## src/rtl/scpwm_pkg.sv

```systemverilog
package scpwm_pkg;

   // Register offsets inside one channel window; software decodes these.
   localparam logic [7:0] OFF_STRETCH = 8'h00;
   localparam logic [7:0] OFF_SPAN    = 8'h04;
   localparam logic [7:0] OFF_HIGH    = 8'h08;
   localparam logic [7:0] OFF_RUN     = 8'h0C;
   localparam logic [7:0] OFF_PATLO   = 8'h10;
   localparam logic [7:0] OFF_PATHI   = 8'h14;

   typedef enum logic [2:0] {
      SEL_NONE,
      SEL_STRETCH,
      SEL_SPAN,
      SEL_HIGH,
      SEL_RUN,
      SEL_PATLO,
      SEL_PATHI
   } reg_sel_e;

   function automatic reg_sel_e sel_of(logic [7:0] off);
      case (off)
         OFF_STRETCH: return SEL_STRETCH;
         OFF_SPAN:    return SEL_SPAN;
         OFF_HIGH:    return SEL_HIGH;
         OFF_RUN:     return SEL_RUN;
         OFF_PATLO:   return SEL_PATLO;
         OFF_PATHI:   return SEL_PATHI;
         default:     return SEL_NONE;
      endcase
   endfunction

endpackage

```

## src/rtl/scpwm_decode.sv

```systemverilog
module scpwm_decode
   import scpwm_pkg::*;
#(
   parameter int unsigned NUM_CH = 4,
   parameter int unsigned AW     = 8,
   parameter int unsigned CH_SH  = 5
) (
   input  logic [AW-1:0]     addr,
   output logic [NUM_CH-1:0] ch_hit,
   output reg_sel_e          sel
);

   localparam int unsigned CIW = AW - CH_SH;

   logic [CIW-1:0] ch_idx;
   logic [7:0]     off8;

   assign ch_idx = addr[AW-1:CH_SH];
   assign off8   = 8'(addr[CH_SH-1:0]);
   assign sel    = sel_of(off8);

   for (genvar i = 0; i < NUM_CH; i++) begin : g_hit
      assign ch_hit[i] = (ch_idx == CIW'(i));
   end

endmodule

```

## src/rtl/scpwm_chan_regs.sv

```systemverilog
module scpwm_chan_regs
   import scpwm_pkg::*;
#(
   parameter int unsigned DW = 16
) (
   input  logic          clk,
   input  logic          rst_n,
   input  logic          wr_hit,
   input  reg_sel_e      sel,
   input  logic [DW-1:0] wdata,
   input  logic          boundary,
   output logic          run,
   output logic [DW-1:0] act_stretch,
   output logic [DW-1:0] act_span,
   output logic [DW-1:0] act_high,
   output logic [DW-1:0] pat_lo,
   output logic [DW-1:0] pat_hi
);

   logic [DW-1:0] stage_span, stage_high;
   logic [DW-1:0] pend_stretch, pend_span, pend_high;
   logic          pend;
   logic          commit;

   // A pending set lands at once when stopped, else at the period end.
   assign commit = pend && (!run || boundary);

   always_ff @(posedge clk) begin
      if (!rst_n) begin
         stage_span   <= '0;
         stage_high   <= '0;
         pend_stretch <= '0;
         pend_span    <= '0;
         pend_high    <= '0;
         pend         <= 1'b0;
         act_stretch  <= '0;
         act_span     <= '0;
         act_high     <= '0;
         run          <= 1'b0;
         pat_lo       <= '0;
         pat_hi       <= '0;
      end else begin
         if (commit) begin
            act_stretch <= pend_stretch;
            act_span    <= pend_span;
            act_high    <= pend_high;
            pend        <= 1'b0;
         end
         if (wr_hit) begin
            case (sel)
               SEL_STRETCH: begin
                  pend_stretch <= wdata;
                  pend_span    <= stage_span;
                  pend_high    <= stage_high;
                  pend         <= 1'b1;
               end
               SEL_SPAN:  stage_span <= wdata;
               SEL_HIGH:  stage_high <= wdata;
               SEL_RUN:   run        <= wdata[0];
               SEL_PATLO: pat_lo     <= wdata;
               SEL_PATHI: pat_hi     <= wdata;
               default: ;
            endcase
         end
      end
   end

endmodule

```

## src/rtl/scpwm_chan_timer.sv

```systemverilog
module scpwm_chan_timer #(
   parameter int unsigned DW = 16
) (
   input  logic          clk,
   input  logic          rst_n,
   input  logic          run,
   input  logic [DW-1:0] act_stretch,
   input  logic [DW-1:0] act_span,
   input  logic [DW-1:0] act_high,
   output logic          boundary,
   output logic          out,
   output logic [DW-1:0] pcnt,
   output logic [DW-1:0] scnt
);

   logic last_pre, last_step;

   assign last_pre  = (pcnt == act_stretch);
   assign last_step = (act_span == '0) || (scnt == DW'(act_span - 1'b1));
   assign boundary  = run && last_pre && last_step;
   assign out       = run && (act_span != '0) && (scnt < act_high);

   always_ff @(posedge clk) begin
      if (!rst_n || !run) begin
         pcnt <= '0;
         scnt <= '0;
      end else if (last_pre) begin
         pcnt <= '0;
         scnt <= last_step ? '0 : DW'(scnt + 1'b1);
      end else begin
         pcnt <= DW'(pcnt + 1'b1);
      end
   end

endmodule

```

## src/rtl/scpwm_bank.sv

```systemverilog
module scpwm_bank
   import scpwm_pkg::*;
#(
   parameter int unsigned NUM_CH = 4,
   parameter int unsigned DW     = 16,
   parameter int unsigned BW     = 32,
   parameter int unsigned AW     = 8,
   parameter int unsigned CH_SH  = 5
) (
   input  logic              clk,
   input  logic              rst_n,
   input  logic              bus_wr,
   input  logic [AW-1:0]     bus_addr,
   input  logic [BW-1:0]     bus_wdata,
   output logic [BW-1:0]     bus_rdata,
   output logic [NUM_CH-1:0] pwm_out
);

   if (DW < 2 || DW > BW) begin : g_bad_dw
      $error("scpwm_bank: DW must lie in 2..BW");
   end
   if (CH_SH < 5 || CH_SH > 8) begin : g_bad_sh
      $error("scpwm_bank: CH_SH must lie in 5..8");
   end
   if (AW <= CH_SH || NUM_CH < 1 || NUM_CH > (1 << (AW - CH_SH))) begin : g_bad_ch
      $error("scpwm_bank: address space too small for NUM_CH");
   end

   logic [NUM_CH-1:0]         ch_hit;
   reg_sel_e                  sel;
   logic [NUM_CH-1:0]         run_v, bnd_v;
   logic [NUM_CH-1:0][DW-1:0] stretch_a, span_a, high_a, pcnt_a, scnt_a;
   logic [NUM_CH-1:0][DW-1:0] patlo_a, pathi_a;
   logic [NUM_CH-1:0][BW-1:0] rd_v;

   scpwm_decode #(.NUM_CH(NUM_CH), .AW(AW), .CH_SH(CH_SH)) u_dec (
      .addr   (bus_addr),
      .ch_hit (ch_hit),
      .sel    (sel)
   );

   for (genvar i = 0; i < NUM_CH; i++) begin : g_ch
      scpwm_chan_regs #(.DW(DW)) u_regs (
         .clk         (clk),
         .rst_n       (rst_n),
         .wr_hit      (bus_wr && ch_hit[i]),
         .sel         (sel),
         .wdata       (bus_wdata[DW-1:0]),
         .boundary    (bnd_v[i]),
         .run         (run_v[i]),
         .act_stretch (stretch_a[i]),
         .act_span    (span_a[i]),
         .act_high    (high_a[i]),
         .pat_lo      (patlo_a[i]),
         .pat_hi      (pathi_a[i])
      );

      scpwm_chan_timer #(.DW(DW)) u_tmr (
         .clk         (clk),
         .rst_n       (rst_n),
         .run         (run_v[i]),
         .act_stretch (stretch_a[i]),
         .act_span    (span_a[i]),
         .act_high    (high_a[i]),
         .boundary    (bnd_v[i]),
         .out         (pwm_out[i]),
         .pcnt        (pcnt_a[i]),
         .scnt        (scnt_a[i])
      );

      always_comb begin
         case (sel)
            SEL_STRETCH: rd_v[i] = BW'(stretch_a[i]);
            SEL_SPAN:    rd_v[i] = BW'(span_a[i]);
            SEL_HIGH:    rd_v[i] = BW'(high_a[i]);
            SEL_RUN:     rd_v[i] = BW'(run_v[i]);
            SEL_PATLO:   rd_v[i] = BW'(patlo_a[i]);
            SEL_PATHI:   rd_v[i] = BW'(pathi_a[i]);
            default:     rd_v[i] = '0;
         endcase
      end
   end

   always_comb begin
      bus_rdata = '0;
      for (int i = 0; i < NUM_CH; i++) begin
         if (ch_hit[i]) bus_rdata = rd_v[i];
      end
   end

endmodule

```

## config.mk

```make
export PLATFORM = sky130hd
export DESIGN_NAME = scpwm_bank
export DESIGN_NICKNAME = d
export VERILOG_FILES = /design/src/rtl/scpwm_pkg.sv /design/src/rtl/scpwm_decode.sv /design/src/rtl/scpwm_chan_regs.sv /design/src/rtl/scpwm_chan_timer.sv /design/src/rtl/scpwm_bank.sv
export SDC_FILE = /design/constraint.sdc
export NUM_CORES = 2
export LEC_CHECK = 0
export BUFFER_PORTS_ARGS = -buffer_cell sky130_fd_sc_hd__buf_2
export CAP_MARGIN = 20
export CORE_ASPECT_RATIO = 1.5
export CORE_UTILIZATION = 55
export CTS_CLUSTER_SIZE = 20
export DETAILED_ROUTE_END_ITERATION = 10
export PLACE_DENSITY = 0.67
export SYNTH_ARGS = -nofsm -noshare
export SYNTH_HDL_FRONTEND = slang
export SYNTH_SLANG_ARGS = --single-unit
```

## constraint.sdc

```tcl
create_clock -name clk -period 6.9 [get_ports clk]
set_input_delay 1.035 -clock clk [delete_from_list [all_inputs] [get_ports clk]]
set_output_delay 1.035 -clock clk [all_outputs]
set_load 0.03 [all_outputs]
```

# [Yosys cells after proc, flatten, opt, wreduce, memory -nomap -nowiden]
# Cells that the tools add are included.
[classes] div_mod_pow=0 shifts=0 n_mul=0 reduce_logical=79 magnitude_cmp=4 eq_ne=22 add_sub_neg=12 n_bitwise=0 mux=25
[op_table] op="16-bit case mux with 6 select lines" count=4
[op_table] op="16-bit by 1-bit adder with 16-bit output (second input constant)" count=8
[op_table] op="16-bit equality test" count=8
[op_table] op="32-bit 2-to-1 mux" count=4
[op_table] op="16-bit zero test" count=4
[op_table] op="16-bit less-than comparator" count=4
[op_table] op="16-bit 2-to-1 mux" count=4
[op_table] op="16-bit nonzero test" count=4
[op_table] op="16-bit by 1-bit subtractor with 16-bit output (second input constant)" count=4
[op_table] op="2-bit AND reduction" count=24
[op_table] op="1-bit logical AND" count=24
[op_table] op="3-bit case mux with 6 select lines" count=1
[op_table] op="3-bit by 2-bit equality test with 1-bit output (second input constant)" count=4
[op_table] op="1-bit logical OR" count=12
[op_table] op="1-bit 2-to-1 mux" count=12
[op_table] op="5-bit by 4-bit equality test with 1-bit output (second input constant)" count=2
[op_table] op="5-bit equality test (second input constant)" count=2
[op_table] op="3-bit equality test (second input constant)" count=3
[op_table] op="8-bit zero test" count=1
[op_table] op="2-bit OR reduction" count=4
[op_table] op="3-bit by 1-bit equality test with 1-bit output (second input constant)" count=2
[op_table] op="5-bit by 3-bit equality test with 1-bit output (second input constant)" count=1
[op_table] op="1-bit zero test" count=5
[op_table] op="3-bit zero test" count=1
[totals] wordCells=198 latchBits=0 output_inout_bits=36 ram_bits=0 n_memories=0 mem_bits_ro=0 reg_bits=776

# [Depth between registers and ports, before layout]
[logic_depth] depth_word=9 mapped_depth=14

# [Cells and area by module]
# Synthesis repeated with hierarchy kept, for this count alone.
[unflattened] hier_cells=4278 area_unflattened_um2=38059.0
[by_module_without_submodules] module="scpwm_chan_regs" area_per_inst_um2=6022.0 instances=4 cells_each=629 seq_area_each_um2=3243.1
[by_module_without_submodules] module="scpwm_chan_timer (g_ch[0].u_tmr ...)" area_per_inst_um2=2698.8 instances=2 cells_each=337 seq_area_each_um2=640.6
[by_module_without_submodules] module="scpwm_bank" area_per_inst_um2=3360.7 instances=1 cells_each=434 seq_area_each_um2=0.0
[by_module_without_submodules] module="scpwm_chan_timer (g_ch[3].u_tmr)" area_per_inst_um2=2598.7 instances=1 cells_each=325 seq_area_each_um2=640.6
[by_module_without_submodules] module="scpwm_chan_timer (g_ch[2].u_tmr)" area_per_inst_um2=2527.4 instances=1 cells_each=318 seq_area_each_um2=640.6
[by_module_without_submodules] module="scpwm_decode" area_per_inst_um2=86.3 instances=1 cells_each=11 seq_area_each_um2=0.0

# [Worst setup path before layout]
# OpenSTA, ideal clock, no wires.
[synth_timing] kind="input port to output port" startpoint="input port bus_addr[1]" endpoint="output port bus_rdata[0]" stages=7 path_buffers=1 arrival_time_ns=3.459 path_slack_ns=2.406 cell_sequence="nor4b_1 > and2_0 > clkbuf_1 > a221oi_1 > o211ai_1 > a21oi_1 > nor4_1"
[synth_via] elab_chain_len=8 elab_cells_between_ends=21 classes_between="eq/ne (11); mux (9); reduce/logical (1)"
[synth_lines] item="start, declared" line_no="scpwm_bank.sv:13" text="input logic [AW-1:0] bus_addr,"
[synth_lines] item="5-bit equality test (tied with other cells)" line_no="scpwm_pkg.sv:22" text="case (off)"
[synth_lines] item="3-bit case mux with 6 select lines *" line_no="scpwm_pkg.sv:22"
[synth_lines] item="3-bit equality test (tied with other cells)" line_no="scpwm_bank.sv:72" text="case (sel)"
[synth_lines] item="16-bit case mux with 6 select lines" line_no="scpwm_bank.sv:72"
[synth_lines] item="32-bit 2-to-1 mux (3 in series)" line_no="scpwm_bank.sv:87" text="if (ch_hit[i]) bus_rdata = rd_v[i];"
[synth_lines] item="32-bit 2-to-1 mux *" line_no="scpwm_bank.sv:87"
[synth_lines] item="end, declared" line_no="scpwm_bank.sv:15" text="output logic [BW-1:0] bus_rdata,"
# Every way passes the cells marked *; elsewhere a longest branch is shown, timed or not.

# [Final worst setup path]
[layout_timing] startpoint="input port bus_addr[3]" endpoint="output port bus_rdata[0]"
# Same word-level chain as after synthesis.

==> out/metrics.yaml <==
status: "finished, final reports clean"
dpl_worst_slack_ns: 1.84
p_seq_frac: 0.508
clock-root-buffer: "clkbuf_16"
met1Wirelength_um: 41800
synth_common_cells: "nand2_1 (1177), dfxtp_1 (776), a21oi_1 (545)"
clkSlewWorstSetupHoldPaths_ns: 0.06
routed_via_density: 5.80
netlist_instances: 4454
final.setup.tns_ns: 0
wirelength_um: 104000
place_area_um2: 35600
synth-seq-cells: 776
cts-htree-levels: 3
async_reset_ff_frac: 0
finalHoldViolCount: 0
yosysSeqAreaShare: 0.442
core-area_um2: 63200
clockBufferDepth: 3
period_minus_slack_ns: 5.14
synth_top_area_share: 0.442
syn_area_um2: 35200
die_h_um: 312
path_max_fanout: 38
syn_area_per_cell_um2: 7.90
met2_length_um: 49600
grt.total_usage: 0.316
post_cts_buffers: 0
overflow: 0
p_per_area_nw_per_um2: 232
initial_core_util: 0.556
placed_cells: 5046
wl_per_cell_um: 20.1
area_growth_pct: 8.19
top_layer_used: "met5"
p_int_mw: 6.85
fmax_ghz: 0.195
clock_sinks: 776
cap_violations: 0
finalSetupViolations: 0
num_io_pins: 79
critPathArrivalTime_ns: 4.10
vias: 30046
yosysMostFrequentCell: "nand2_1"
combinationalPowerShare: 0.029
cp-start-kind: "input port"
placementRows: 113
portBuffers: 46
slew_viol_final: 0
ys_top_cells_by_area: "dfxtp_1 (44%), nand2_1 (13%), a21oi_1 (7.8%)"
finClkSkew_ns: 0.0180
grt_pass1_vias: 27493
fin_util: 0.602
grt_first_pass_wirelength_um: 160000
ys.flop_type: "dfxtp_1"
period_share: 0.745
fin_area_um2: 38000
cts_resized: 0
worstMarginPinSlew_ns: 1.10
grt_antenna_before_repair: 3
fillers: 5852
drtIter0Drc: 2472
synth_area_leader_cell: "dfxtp_1"
path_class: "in2out"
endpoint_kind: "output pin"
slew_headroom: 0.267
insertion_delay_ns: 0.63
rsz0062_at_grt: "false"
switchingPower_mw: 1.98
hold_path.class: "reg2reg"
numCtsBuffers: 74
routed-wl-met3_um: 7130
cts_hold_buf: 0
final_cells: 5182
hpwl_um: 67200
switching_share: 0.224
first_pass_iters: 5
fin_nets: 4438
synth-edff-count: 0
yosysWarningCount: 0
worstPathRequired_ns: 5.86
p_total_mw: 8.82
peakVddDrop_mv: 0.195
fp.dieW_um: 208
drive_gt1_frac: 0.0603
gp_congestion: 0.961
grt_start_max_net_pins: 192
clkPwrFrac: 0.463
drc: 0
yosysUniqueCellTypes: 78
fin_ws_ns: 1.76
cts_tree: "done"
leakage_nw: 13.0
ant_nets: 0
whs_ns: 0.442
die_area_um2: 65000
[flip-flops by register name, indices dropped and copies added (netlist names)]
signal and cells:
g_ch.u_regs.act_stretch 64, g_ch.u_regs.act_high 64, g_ch.u_tmr.pcnt 64, g_ch.u_regs.pat_lo 64
g_ch.u_regs.stage_span 64, g_ch.u_regs.pat_hi 64, g_ch.u_regs.stage_high 64, g_ch.u_regs.pend_high 64
g_ch.u_tmr.scnt 64, g_ch.u_regs.pend_span 64, g_ch.u_regs.pend_stretch 64, g_ch.u_regs.pend 4
g_ch.u_regs.run 4, g_ch.u_regs.act_span 64
[routing by layer]
metal / vias up / track usage
met5: - / 0
li1: 14622 / -
met1: 14112 / 0.390
met4: 4 / 0.174
met2: 1032 / 0.530
met3: 276 / 0.0460
[path summary, 6_finish.rpt]
check | from | to | slack (ns) | cells past startpoint
max reg2reg | g_ch[1].u_regs.act_span[0]$_SDFFE_PN0P_ | g_ch[1].u_regs.act_high[1]$_SDFFE_PN0P_ | 2.78 | 11
min | g_ch[0].u_regs.stage_high[0]$_SDFFE_PN0P_ | g_ch[0].u_regs.pend_high[0]$_SDFFE_PN0P_ | 0.44 | 2
max | bus_addr[3] | bus_rdata[0] | 1.76 | 8
min reg2reg | g_ch[0].u_regs.stage_high[0]$_SDFFE_PN0P_ | g_ch[0].u_regs.pend_high[0]$_SDFFE_PN0P_ | 0.44 | 2
[area by class of cell]
type	instances	area (µm²)	share of cell area
tap	805	1010	0.0265
multi-input combinational	3222	17900	0.470
clock inverter	26	246	0.00648
clock buffer	107	2160	0.0567
antenna	1	2.50	0.0000658
timing repair buffer	100	679	0.0179
inverter	145	552	0.0145
sequential	776	15500	0.408
[power groups by stage]
| stage | logic (mW) | registers [mW] | clock network (mW) |
|---|---|---|---|
| 6_report | 0.259 | 4.48 | 4.08 |
| 3_3_place_gp | 0.253 | 4.58 | 0 |
| 2_1_floorplan | 0.163 | 4.58 | 0 |
| 5_1_grt | 0.266 | 4.48 | 4.34 |
| 4_1_cts | 0.254 | 4.48 | 4.15 |
| 3_5_place_dp | 0.253 | 4.58 | 0 |
[logic make-up (layout without fill, tap and decap cells)]
group,Yosys count,count (layout),synth area share
AO/OA/AOI/OAI,930,930,0.149
XOR/XNOR,257,257,0.0640
adder cells (fa/ha/maj),76,76,0.0270
buffers and inverters,471,378,0.0544
flip-flops,776,776,0.442
multiplexers,183,183,0.0522
other,1,17,0.000107
AND/OR/NAND/NOR,1760,1760,0.212
[worst max-delay path: stages]
cell and delay, ns:
buf_4 0.27, or4b_2 1.15, nor2_1 0.22, a221oi_1 0.07, o211ai_1 0.16, a21oi_1 0.11
nor4_1 0.71, buf_2 0.33
[layout by cell type (no fill, tap or decap), types with 6 or more instances in the layout]
cell type / n
conb_1: 16
o2bb2ai_1: 45
inv_1: 144
xnor2_1: 158
buf_4: 51
buf_2: 43
and4_1: 9
a21oi_1: 545
o22ai_1: 111
clkbuf_1: 16
or3_1: 13
o21ai_1: 43
o21a_1: 6
or2_2: 19
nor2_1: 207
nand3_1: 127
nand4_1: 47
nor3_1: 38
o21ai_0: 101
ha_1: 76
mux2i_1: 180
clkbuf_16: 75
nor2b_1: 11
nand2_1: 1174
or4_1: 8
a21o_1: 21
a22oi_1: 6
xor2_1: 99
o211ai_1: 6
nand2b_1: 16
dfxtp_1: 776
clkbuf_8: 17
and3_1: 28
nor4_1: 16
clkinv_2: 17
No activity file was read; power rests on OpenSTA's default activity.
